===== src/rtl/ppc_pkg.sv =====
package ppc_pkg;

  typedef enum logic {
    PH_IDLE = 1'b0,
    PH_RUN  = 1'b1
  } phase_e;

  // Deterministic stand-in for process noise: affine in the particle sequence number.
  function automatic logic [31:0] noise_term(input logic [31:0] seq,
                                             input logic [31:0] mul,
                                             input logic [31:0] add);
    return seq * mul + add;
  endfunction

endpackage


===== src/rtl/ppc_pmem.sv =====
module ppc_pmem #(
  parameter int DEPTH = 64,
  parameter int DW    = 16,
  parameter int DUAL  = 1,
  localparam int AW   = $clog2(DEPTH)
) (
  input  logic          clk,
  input  logic          we,
  input  logic [AW-1:0] waddr,
  input  logic [DW-1:0] wdata,
  input  logic [AW-1:0] raddr,
  output logic [DW-1:0] rdata
);

  logic [DW-1:0] mem [DEPTH];

  generate
    if (DUAL != 0) begin : g_two_port
      always_ff @(posedge clk) begin
        if (we) mem[waddr] <= wdata;
        rdata <= mem[raddr];
      end
    end else begin : g_one_port
      logic [AW-1:0] port_addr;
      assign port_addr = we ? waddr : raddr;
      always_ff @(posedge clk) begin
        if (we) mem[port_addr] <= wdata;
        else    rdata <= mem[port_addr];
      end
    end
  endgenerate

endmodule


===== src/rtl/ppc_slot_alloc.sv =====
module ppc_slot_alloc #(
  parameter int M  = 64,
  localparam int AW = $clog2(M),
  localparam int CW = AW + 1
) (
  input  logic          clk,
  input  logic          rst,
  input  logic          inc_en,
  input  logic [AW-1:0] inc_addr,
  input  logic          dec_en,
  input  logic [AW-1:0] dec_addr,
  input  logic          clr_fill,
  input  logic          alloc,
  output logic [AW-1:0] dest,
  output logic          free_any
);

  logic [CW-1:0] refs [M];
  logic [M-1:0]  filled;
  logic [M-1:0]  free_vec;

  always_ff @(posedge clk) begin
    if (rst) begin
      for (int a = 0; a < M; a++) refs[a] <= '0;
      filled <= '0;
    end else begin
      if (inc_en) refs[inc_addr] <= refs[inc_addr] + 1'b1;
      if (dec_en) refs[dec_addr] <= refs[dec_addr] - 1'b1;
      if (clr_fill)   filled <= '0;
      else if (alloc) filled[dest] <= 1'b1;
    end
  end

  always_comb begin
    for (int a = 0; a < M; a++) free_vec[a] = (refs[a] == '0) && !filled[a];
  end

  // Lowest free address wins.
  always_comb begin
    dest = '0;
    for (int a = M - 1; a >= 0; a--) begin
      if (free_vec[a]) dest = AW'(a);
    end
  end

  assign free_any = |free_vec;

  AST_NO_REF_UNDERFLOW: assert property (@(posedge clk) disable iff (rst)
    dec_en |-> refs[dec_addr] != '0);
  AST_FETCH_BEFORE_FILL: assert property (@(posedge clk) disable iff (rst)
    dec_en |-> !filled[dec_addr]);
  AST_SLOT_AVAILABLE: assert property (@(posedge clk) disable iff (rst)
    alloc |-> free_any);

endmodule


===== src/rtl/ppc_prop_stub.sv =====
module ppc_prop_stub #(
  parameter int DW   = 16,
  parameter int AW   = 6,
  parameter int LS   = 3,
  parameter int NMUL = 40503,
  parameter int NADD = 1
) (
  input  logic          clk,
  input  logic          rst,
  input  logic          in_vld,
  input  logic [AW-1:0] in_seq,
  input  logic [DW-1:0] in_x,
  output logic          out_vld,
  output logic [DW-1:0] out_x
);

  logic [DW-1:0] sum;
  logic [LS-1:0] vld;
  logic [DW-1:0] dat [LS];

  assign sum = in_x + DW'(ppc_pkg::noise_term(32'(in_seq), 32'(NMUL), 32'(NADD)));

  always_ff @(posedge clk) begin
    if (rst) vld[0] <= 1'b0;
    else     vld[0] <= in_vld;
    dat[0] <= sum;
  end

  generate
    for (genvar s = 1; s < LS; s++) begin : g_stage
      always_ff @(posedge clk) begin
        if (rst) vld[s] <= 1'b0;
        else     vld[s] <= vld[s-1];
        dat[s] <= dat[s-1];
      end
    end
  endgenerate

  assign out_vld = vld[LS-1];
  assign out_x   = dat[LS-1];

endmodule


===== src/rtl/particle_prop_ctrl.sv =====
module particle_prop_ctrl
  import ppc_pkg::*;
#(
  parameter int M         = 64,
  parameter int DW        = 16,
  parameter int LS        = 3,
  parameter int DUAL      = 1,
  parameter int NOISE_MUL = 40503,
  parameter int NOISE_ADD = 1
) (
  input  logic                 clk,
  input  logic                 rst,
  input  logic                 init_we,
  input  logic [$clog2(M)-1:0] init_addr,
  input  logic [DW-1:0]        init_data,
  input  logic                 idx_we,
  input  logic [$clog2(M)-1:0] idx_addr,
  input  logic [$clog2(M)-1:0] idx_data,
  input  logic                 start,
  output logic                 busy,
  output logic                 done,
  input  logic [$clog2(M)-1:0] rd_addr,
  output logic [DW-1:0]        rd_data
);

  localparam int AW = $clog2(M);
  localparam int CW = AW + 1;
  localparam int OW = $clog2(M + LS + 4) + 1;

  phase_e        phase;
  logic [CW-1:0] iss;
  logic [OW-1:0] outst;
  logic          issue, start_acc, idle;

  logic [AW-1:0] idx_mem [M];
  logic [AW-1:0] idx_q;
  logic          v1, v2;
  logic [AW-1:0] seq1, seq2;

  logic          wv;
  logic [DW-1:0] wx;
  logic [AW-1:0] dest;
  logic          free_any;

  logic          mem_we;
  logic [AW-1:0] mem_waddr, mem_raddr;
  logic [DW-1:0] mem_wdata, mem_rdata;

  assign idle      = (phase == PH_IDLE);
  assign busy      = (phase == PH_RUN);
  assign start_acc = start && idle;
  assign issue     = busy && (iss < CW'(M)) && ((DUAL != 0) || (outst == '0));

  // Index array: written while idle, read once per issued particle.
  always_ff @(posedge clk) begin
    if (idx_we && idle) idx_mem[idx_addr] <= idx_data;
    if (issue)          idx_q <= idx_mem[iss[AW-1:0]];
  end

  always_ff @(posedge clk) begin
    if (rst) begin
      phase <= PH_IDLE;
      iss   <= '0;
      outst <= '0;
      v1    <= 1'b0;
      v2    <= 1'b0;
      done  <= 1'b0;
    end else begin
      done <= 1'b0;
      v1   <= issue;
      v2   <= v1;
      if (start_acc) begin
        phase <= PH_RUN;
        iss   <= '0;
      end else if (busy) begin
        if (issue) iss <= iss + 1'b1;
        if ((iss == CW'(M)) && (outst == '0)) begin
          phase <= PH_IDLE;
          done  <= 1'b1;
        end
      end
      case ({issue, wv})
        2'b10:   outst <= outst + 1'b1;
        2'b01:   outst <= outst - 1'b1;
        default: outst <= outst;
      endcase
    end
  end

  always_ff @(posedge clk) begin
    seq1 <= iss[AW-1:0];
    seq2 <= seq1;
  end

  assign mem_we    = busy ? wv   : init_we;
  assign mem_waddr = busy ? dest : init_addr;
  assign mem_wdata = busy ? wx   : init_data;
  assign mem_raddr = busy ? idx_q : rd_addr;
  assign rd_data   = mem_rdata;

  ppc_pmem #(.DEPTH(M), .DW(DW), .DUAL(DUAL)) u_pmem (
    .clk   (clk),
    .we    (mem_we),
    .waddr (mem_waddr),
    .wdata (mem_wdata),
    .raddr (mem_raddr),
    .rdata (mem_rdata)
  );

  ppc_slot_alloc #(.M(M)) u_alloc (
    .clk      (clk),
    .rst      (rst),
    .inc_en   (idx_we && idle),
    .inc_addr (idx_data),
    .dec_en   (v1),
    .dec_addr (idx_q),
    .clr_fill (start_acc),
    .alloc    (wv),
    .dest     (dest),
    .free_any (free_any)
  );

  ppc_prop_stub #(.DW(DW), .AW(AW), .LS(LS), .NMUL(NOISE_MUL), .NADD(NOISE_ADD)) u_prop (
    .clk     (clk),
    .rst     (rst),
    .in_vld  (v2),
    .in_seq  (seq2),
    .in_x    (mem_rdata),
    .out_vld (wv),
    .out_x   (wx)
  );

  AST_DONE_ONE_CYCLE: assert property (@(posedge clk) disable iff (rst)
    done |=> !done);
  AST_DONE_DRAINED: assert property (@(posedge clk) disable iff (rst)
    done |-> (outst == '0) && !v1 && !v2);
  AST_SP_PORT_EXCL: assert property (@(posedge clk) disable iff (rst)
    ((DUAL == 0) && wv) |-> !v1);
  AST_WRITE_WHEN_RUN: assert property (@(posedge clk) disable iff (rst)
    wv |-> busy && free_any);

endmodule


===== config.mk =====
export PLATFORM = sky130hd
export DESIGN_NAME = particle_prop_ctrl
export DESIGN_NICKNAME = d
export VERILOG_FILES = /design/src/rtl/ppc_pkg.sv /design/src/rtl/ppc_pmem.sv /design/src/rtl/ppc_slot_alloc.sv /design/src/rtl/ppc_prop_stub.sv /design/src/rtl/particle_prop_ctrl.sv
export SDC_FILE = /design/constraint.sdc
export NUM_CORES = 2
export LEC_CHECK = 0
export ABC_CLOCK_PERIOD_IN_PS = 9900
export BUFFER_PORTS_ARGS = -buffer_cell sky130_fd_sc_hd__clkbuf_2
export CAP_MARGIN = 15
export CELL_PAD_IN_SITES_DETAIL_PLACEMENT = 1
export CELL_PAD_IN_SITES_GLOBAL_PLACEMENT = 2
export CORE_MARGIN = 2
export CORE_UTILIZATION = 45
export DETAILED_ROUTE_END_ITERATION = 6
export GPL_TIMING_DRIVEN = 0
export PLACE_DENSITY = 0.75
export SLEW_MARGIN = 20
export SYNTH_ARGS = -nofsm -noshare
export SYNTH_HDL_FRONTEND = slang
export SYNTH_SLANG_ARGS = --single-unit

===== constraint.sdc =====
create_clock -name clk -period 9.9 [get_ports clk]
set_input_delay 1.485 -clock clk [delete_from_list [all_inputs] [get_ports clk]]
set_output_delay 1.485 -clock clk [all_outputs]
set_load 0.1 [all_outputs]

=== Word level (Yosys, flattened, before mapping) ===
Memories as Yosys holds them, arrays and structs flattened. A register that Yosys moved wholly into a read port is not among the register bits.
Index checks and enable logic that the tools add are counted.

* Flip-flop bits (word level): 98
* Bits in writable memories: 1,904
* Input bits: 45
* Output and inout bits: 18
* Logic and storage cells: 328
* Memories kept: 4

* Add/subtract/negate cells: 7
* $mul: 1
* Magnitude comparators: 3
* Equal/unequal tests: 3
* Multiplexer cells: 92
* Bitwise logic cells: 2
* Reductions and logical operators: 204

{| class="wikitable"
|+ Memories
! memory !! depth !! bits a word !! read ports !! clocked after Yosys merged registers in !! write ports !! RTL line !! text
|-
| u_pmem.mem || 64 || 16 || 1 || 1 || 1 || ppc_pmem.sv:15 || <nowiki>logic [DW-1:0] mem [DEPTH];</nowiki>
|-
| u_alloc.refs || 64 || 7 || 66 || 0 || 64 || ppc_slot_alloc.sv:18 || <nowiki>logic [CW-1:0] refs [M];</nowiki>
|-
| idx_mem || 64 || 6 || 1 || 1 || 1 || particle_prop_ctrl.sv:35 || <nowiki>logic [AW-1:0] idx_mem [M];</nowiki>
|-
| u_prop.dat || 3 || 16 || 3 || 0 || 3 || ppc_prop_stub.sv:19 || <nowiki>logic [DW-1:0] dat [LS];</nowiki>
|}

{| class="wikitable"
|+ Operator list
! operator !! count
|-
| $logic_not A7 Y1 || 64
|-
| $mux W6 || 68
|-
| $logic_and A1 B1 Y1 || 69
|-
| $logic_not A1 Y1 || 64
|-
| $or A64 B64 Y64 || 1
|-
| $mux W1 || 19
|-
| $add A16 B1 Y16 const B || 1
|-
| $add A16 B16 Y16 || 1
|-
| $mul A6 B16 Y16 const B || 1
|-
| $mux W16 || 1
|-
| $pmux W8 S2 || 1
|-
| $add A7 B1 Y7 const B || 2
|-
| $mux W7 || 2
|-
| $reduce_or A7 Y1 || 2
|-
| $add A8 B1 Y8 const B || 1
|-
| $logic_not A8 Y1 || 1
|-
| $sub A8 B1 Y8 const B || 1
|-
| $eq A7 B7 Y1 const B || 1
|-
| $lt A6 B7 Y1 const B || 1
|-
| $lt A7 B7 Y1 const B || 1
|-
| $sub A7 B1 Y7 const B || 1
|-
| $demux W1 S6 || 1
|-
| $ge A6 B1 Y1 const B || 1
|-
| $reduce_or A3 Y1 || 1
|-
| 6 further kinds || 6
|}

=== Depth between registers and ports, before layout ===
* Depth in word-level cells: 71
* Gate-level depth with buffers: 16
* Gate-level depth less buffers: 16

=== Cells and area by module ===
Synthesis repeated with hierarchy kept, for this count alone.

* Cell total of the unflattened synthesis: 5,785
* Area, all modules: 88,011.9 um2

{| class="wikitable"
|+ Modules (own cells, without submodules)
! module !! times used !! cells each !! area an instance (um2) !! seq. area each (um2)
|-
| ppc_pmem || 1 || 1,829 || 40,042.2 || 31,069.8
|-
| ppc_slot_alloc || 1 || 2,775 || 28,272.1 || 14,734.1
|-
| particle_prop_ctrl || 1 || 896 || 16,749.8 || 12,331.8
|-
| ppc_prop_stub || 1 || 285 || 2,947.8 || 1,021.0
|}

=== Worst setup path after synthesis ===
OpenSTA, ideal clock, no wires.

* Path kind: in2reg
* Start: in idx_data[2]
* End: mem u_alloc.refs[3][6] in the netlist's numbering, data pin
* Library setup time: 266 ps
* Arrival time: 4,385 ps
* Data required time: 9,634 ps
* Path slack: 5,248 ps
* Stages: 16
* Buffers on the path: 6
* Cells stage by stage: buf_2 -> buf_2 -> buf_2 -> nand3b_4 -> buf_4 -> o22ai_1 -> nor4_1 -> o22ai_1 -> nor4_2 -> clkbuf_1 -> ha_1 -> inv_1 -> nor4b_2 -> xnor2_2 -> buf_2 -> o22ai_1

{| class="wikitable"
|+ RTL lines
! element !! RTL line !! text
|-
| from (decl) || particle_prop_ctrl.sv:18 || <nowiki>input logic [$clog2(M)-1:0] idx_data,</nowiki>
|-
| to (decl) || ppc_slot_alloc.sv:18 ||
|}

==> run metrics <==
status complete, but fails checks; failing checks DRC; layout cell share with drive strength beyond 1 19.7%; Syn Inst Count 5683; root buf cell clkbuf_16; final setup violation count 0; first-pass GRT wire length 515000 um; r2r startpoint idx_q[1]$_DFFE_PP_; # resized after CTS 0; Util after Layout 51.9%; Die Y 445 um; core area 193000 um^2; Clock Path Buffers 3; antenna violations before repair 23; Post-Route WL 379000 um; setup ws final 1.41 ns; vias in the first global route 60.8k; Cell Area, Placed 93100 um^2; Initial Utilization 45.4%; Yosys cell types 90; setup TNS 0 ns; Placement Rows 161; Synth async-reset ratio 0%; via count 62.1k; CP Max Fanout 12; Synth Area in Simple Gates 7.40%; Clock Skews 0.0531 ns; Final Cycle Share 85.7%; startpoint types flip-flop; Total GRT Usage 38.1%; Syn Std Cell Area 87400 um^2; Max Fclk 0.118 GHz; Primary FF master, synth edfxtp_1; Post-DP HPWL 270000 um; total global routing overflow 0; Post-synth top cells edfxtp_1 (1862), o22ai_1 (549), nand2_1 (481); CTS tree done; pin count of the biggest net entering global routing 67; chip width 445 um; Placed Cells 8400; ANT nets after route 0; hold path start u_prop.dat[0][0]$_DFF_P_; DR vias/cell 7.04; average size of a mapped cell 15.4 um^2; crit path time final 8.49 ns; Setup CP Type flip-flop to flip-flop; count leader, synth edfxtp_1; first-pass detailed-route iteration total 7; PwrDens 207 nW/um^2; worst vdd ir 0.000173 V; global placement routability congestion 1.10; fin area 100000 um^2; H-tree Lvls 4; Compound-Gate Fraction of Synth Area 10.8%; port bufs 59; critical path arrival 9.04 ns; final hold vios 0; Num CTS Buffers 207; Yosys reg bits 2024; Post-route DRC 26; Final nets 6205; DRT iter0 DRCs 9329; Worst Tran Pin Value 1.40 ns; crit path capture type flip-flop; Final Max Slew Viols 0; max-cap violation count 0; WP data required 10.45 ns; synthesized net count 5805; unrepaired setup endpoints after global routing false; Synth area leader edfxtp_1; WL per Instance 43.1 um; clk_lat worst skew 0.90 ns; ranking of synthesized cells by area edfxtp_1 (64%), mux4_2 (9.7%), o22ai_1 (3.9%), dfxtp_1 (3.7%), a22oi_1 (2.9%); EDFF count, synth 1862; Seq/Total Area, Yosys 67.6%; Finished Layout Cells 8811; main combinational cell family by area after synthesis compound AO/OA/AOI/OAI gates; setup repair bufs after CTS 0; Setup WS pre-CTS 1.09 ns; Area growth, synth to finish 14.4%; Die ar. 198000 um^2; CP startpoint idx_q[1]$_DFFE_PP_; Lkg Pwr 31.8 nW; Design Power 20.7 mW; xor/xnor cell area share of the yosys netlist 0.444%; hold buffer count at CTS 0; Synth top area share 63.9%; slew margin rel. 6.07%; # IOs 63; Reg clk slew, reported paths 0.07 ns; post-synthesis adder-cell area fraction 1.34%; hold slack 0.320 ns; min-delay worst type flip-flop to flip-flop; Clock Sinks 2024; proportion of synthesized area in mux cells 10.0%; Ys Warns 0; fillers 18.3k
logic make-up after synthesis:
logic type / count (synthesis)
adder cells (fa/ha/maj): 77
XOR/XNOR: 40
buffers and inverters: 487
flip-flops: 2024
AND/OR/NAND/NOR: 1294
multiplexers: 402
AO/OA/AOI/OAI: 1359
state kept, by name, indices dropped and copies added (netlist names):
name            flops
done                1
u_pmem.mem       1024
busy                1
u_prop.dat         48
outst               8
u_alloc.refs      448
idx_mem           384
seq1                6
seq2                6
iss                 7
u_pmem.rdata       16
v2                  1
u_prop.out_vld      1
u_prop.vld          2
u_alloc.filled     64
idx_q               6
v1                  1
layout make-up:
class                   instances  area [um^2]  area share [%]
flip-flops and latches       2024        59200            59.1
multi-input cells            3172        26900            26.9
clock buffers                 266         5600            5.59
well taps                    2526         3160            3.16
repair buffers                191         1850            1.85
plain buffers                 404         1800            1.80
clock inverters               120         1130            1.13
inverters                      83          312           0.311
diodes                         25         62.6          0.0625
path summary, 6_finish.rpt:
check | end | slack (ns) | cells after the start
setup / recovery | u_alloc.refs[32][4]$_DFFE_PP_ | 1.41 | 14
hold / removal | u_prop.dat[0][16]$_DFF_P_ | 0.32 | 0
setup reg to reg | u_alloc.refs[32][4]$_DFFE_PP_ | 1.41 | 14
hold reg to reg | u_prop.dat[0][16]$_DFF_P_ | 0.32 | 0
layer usage:
layer	track usage [%]	vias up	share of wire [%]
met5	0	-	0.039
met4	22.8	18	7.2
met3	11.6	1183	11
met2	56.5	4391	44
met1	49.6	32200	38
li1	-	24300	-
report_power, final:
part | total (mW) | switching, mW | internal (mW) | leakage (nW)
Clock | 7.85 | 3.47 | 4.38 | 3.30
Combinational | 2.94 | 2.25 | 0.687 | 9.82
Sequential | 9.95 | 0.188 | 9.76 | 18.7
Total | 20.7 | 5.91 | 14.8 | 31.8
critical path, stage by stage (launching register included):
cell and delay, ns:
edfxtp_1 0.49, buf_2 0.28, nand3b_1 0.87, o22ai_1 0.19, nor4_1 1.16, o22ai_1 0.31, nor4_1 0.81, clkbuf_1 0.99
buf_1 0.83, inv_1 0.11, ha_1 0.35, nand2_1 0.19, xnor2_4 0.39, clkbuf_1 0.91, o22ai_1 0.23
cell usage in the layout (no fill, tap or decap), drive strengths merged, types with 27 or more instances in the layout:
| cell type | n |
|---|---|
| edfxtp | 1862 |
| o22ai | 549 |
| clkbuf | 543 |
| nand2 | 481 |
| mux4 | 378 |
| a22oi | 336 |
| buf | 318 |
| nor2 | 253 |
| dfxtp | 162 |
| nor4 | 157 |
| a211oi | 92 |
| inv | 92 |
| clkinv | 88 |
| and2 | 87 |
| nor3 | 82 |
| a21oi | 78 |
| a41oi | 65 |
| a31oi | 52 |
| ha | 49 |
| o21ai | 49 |
| nand4 | 47 |
| nand3 | 35 |
| a311oi | 34 |
| fa | 28 |
| xnor2 | 27 |
(Power assumes the default switching activity.)
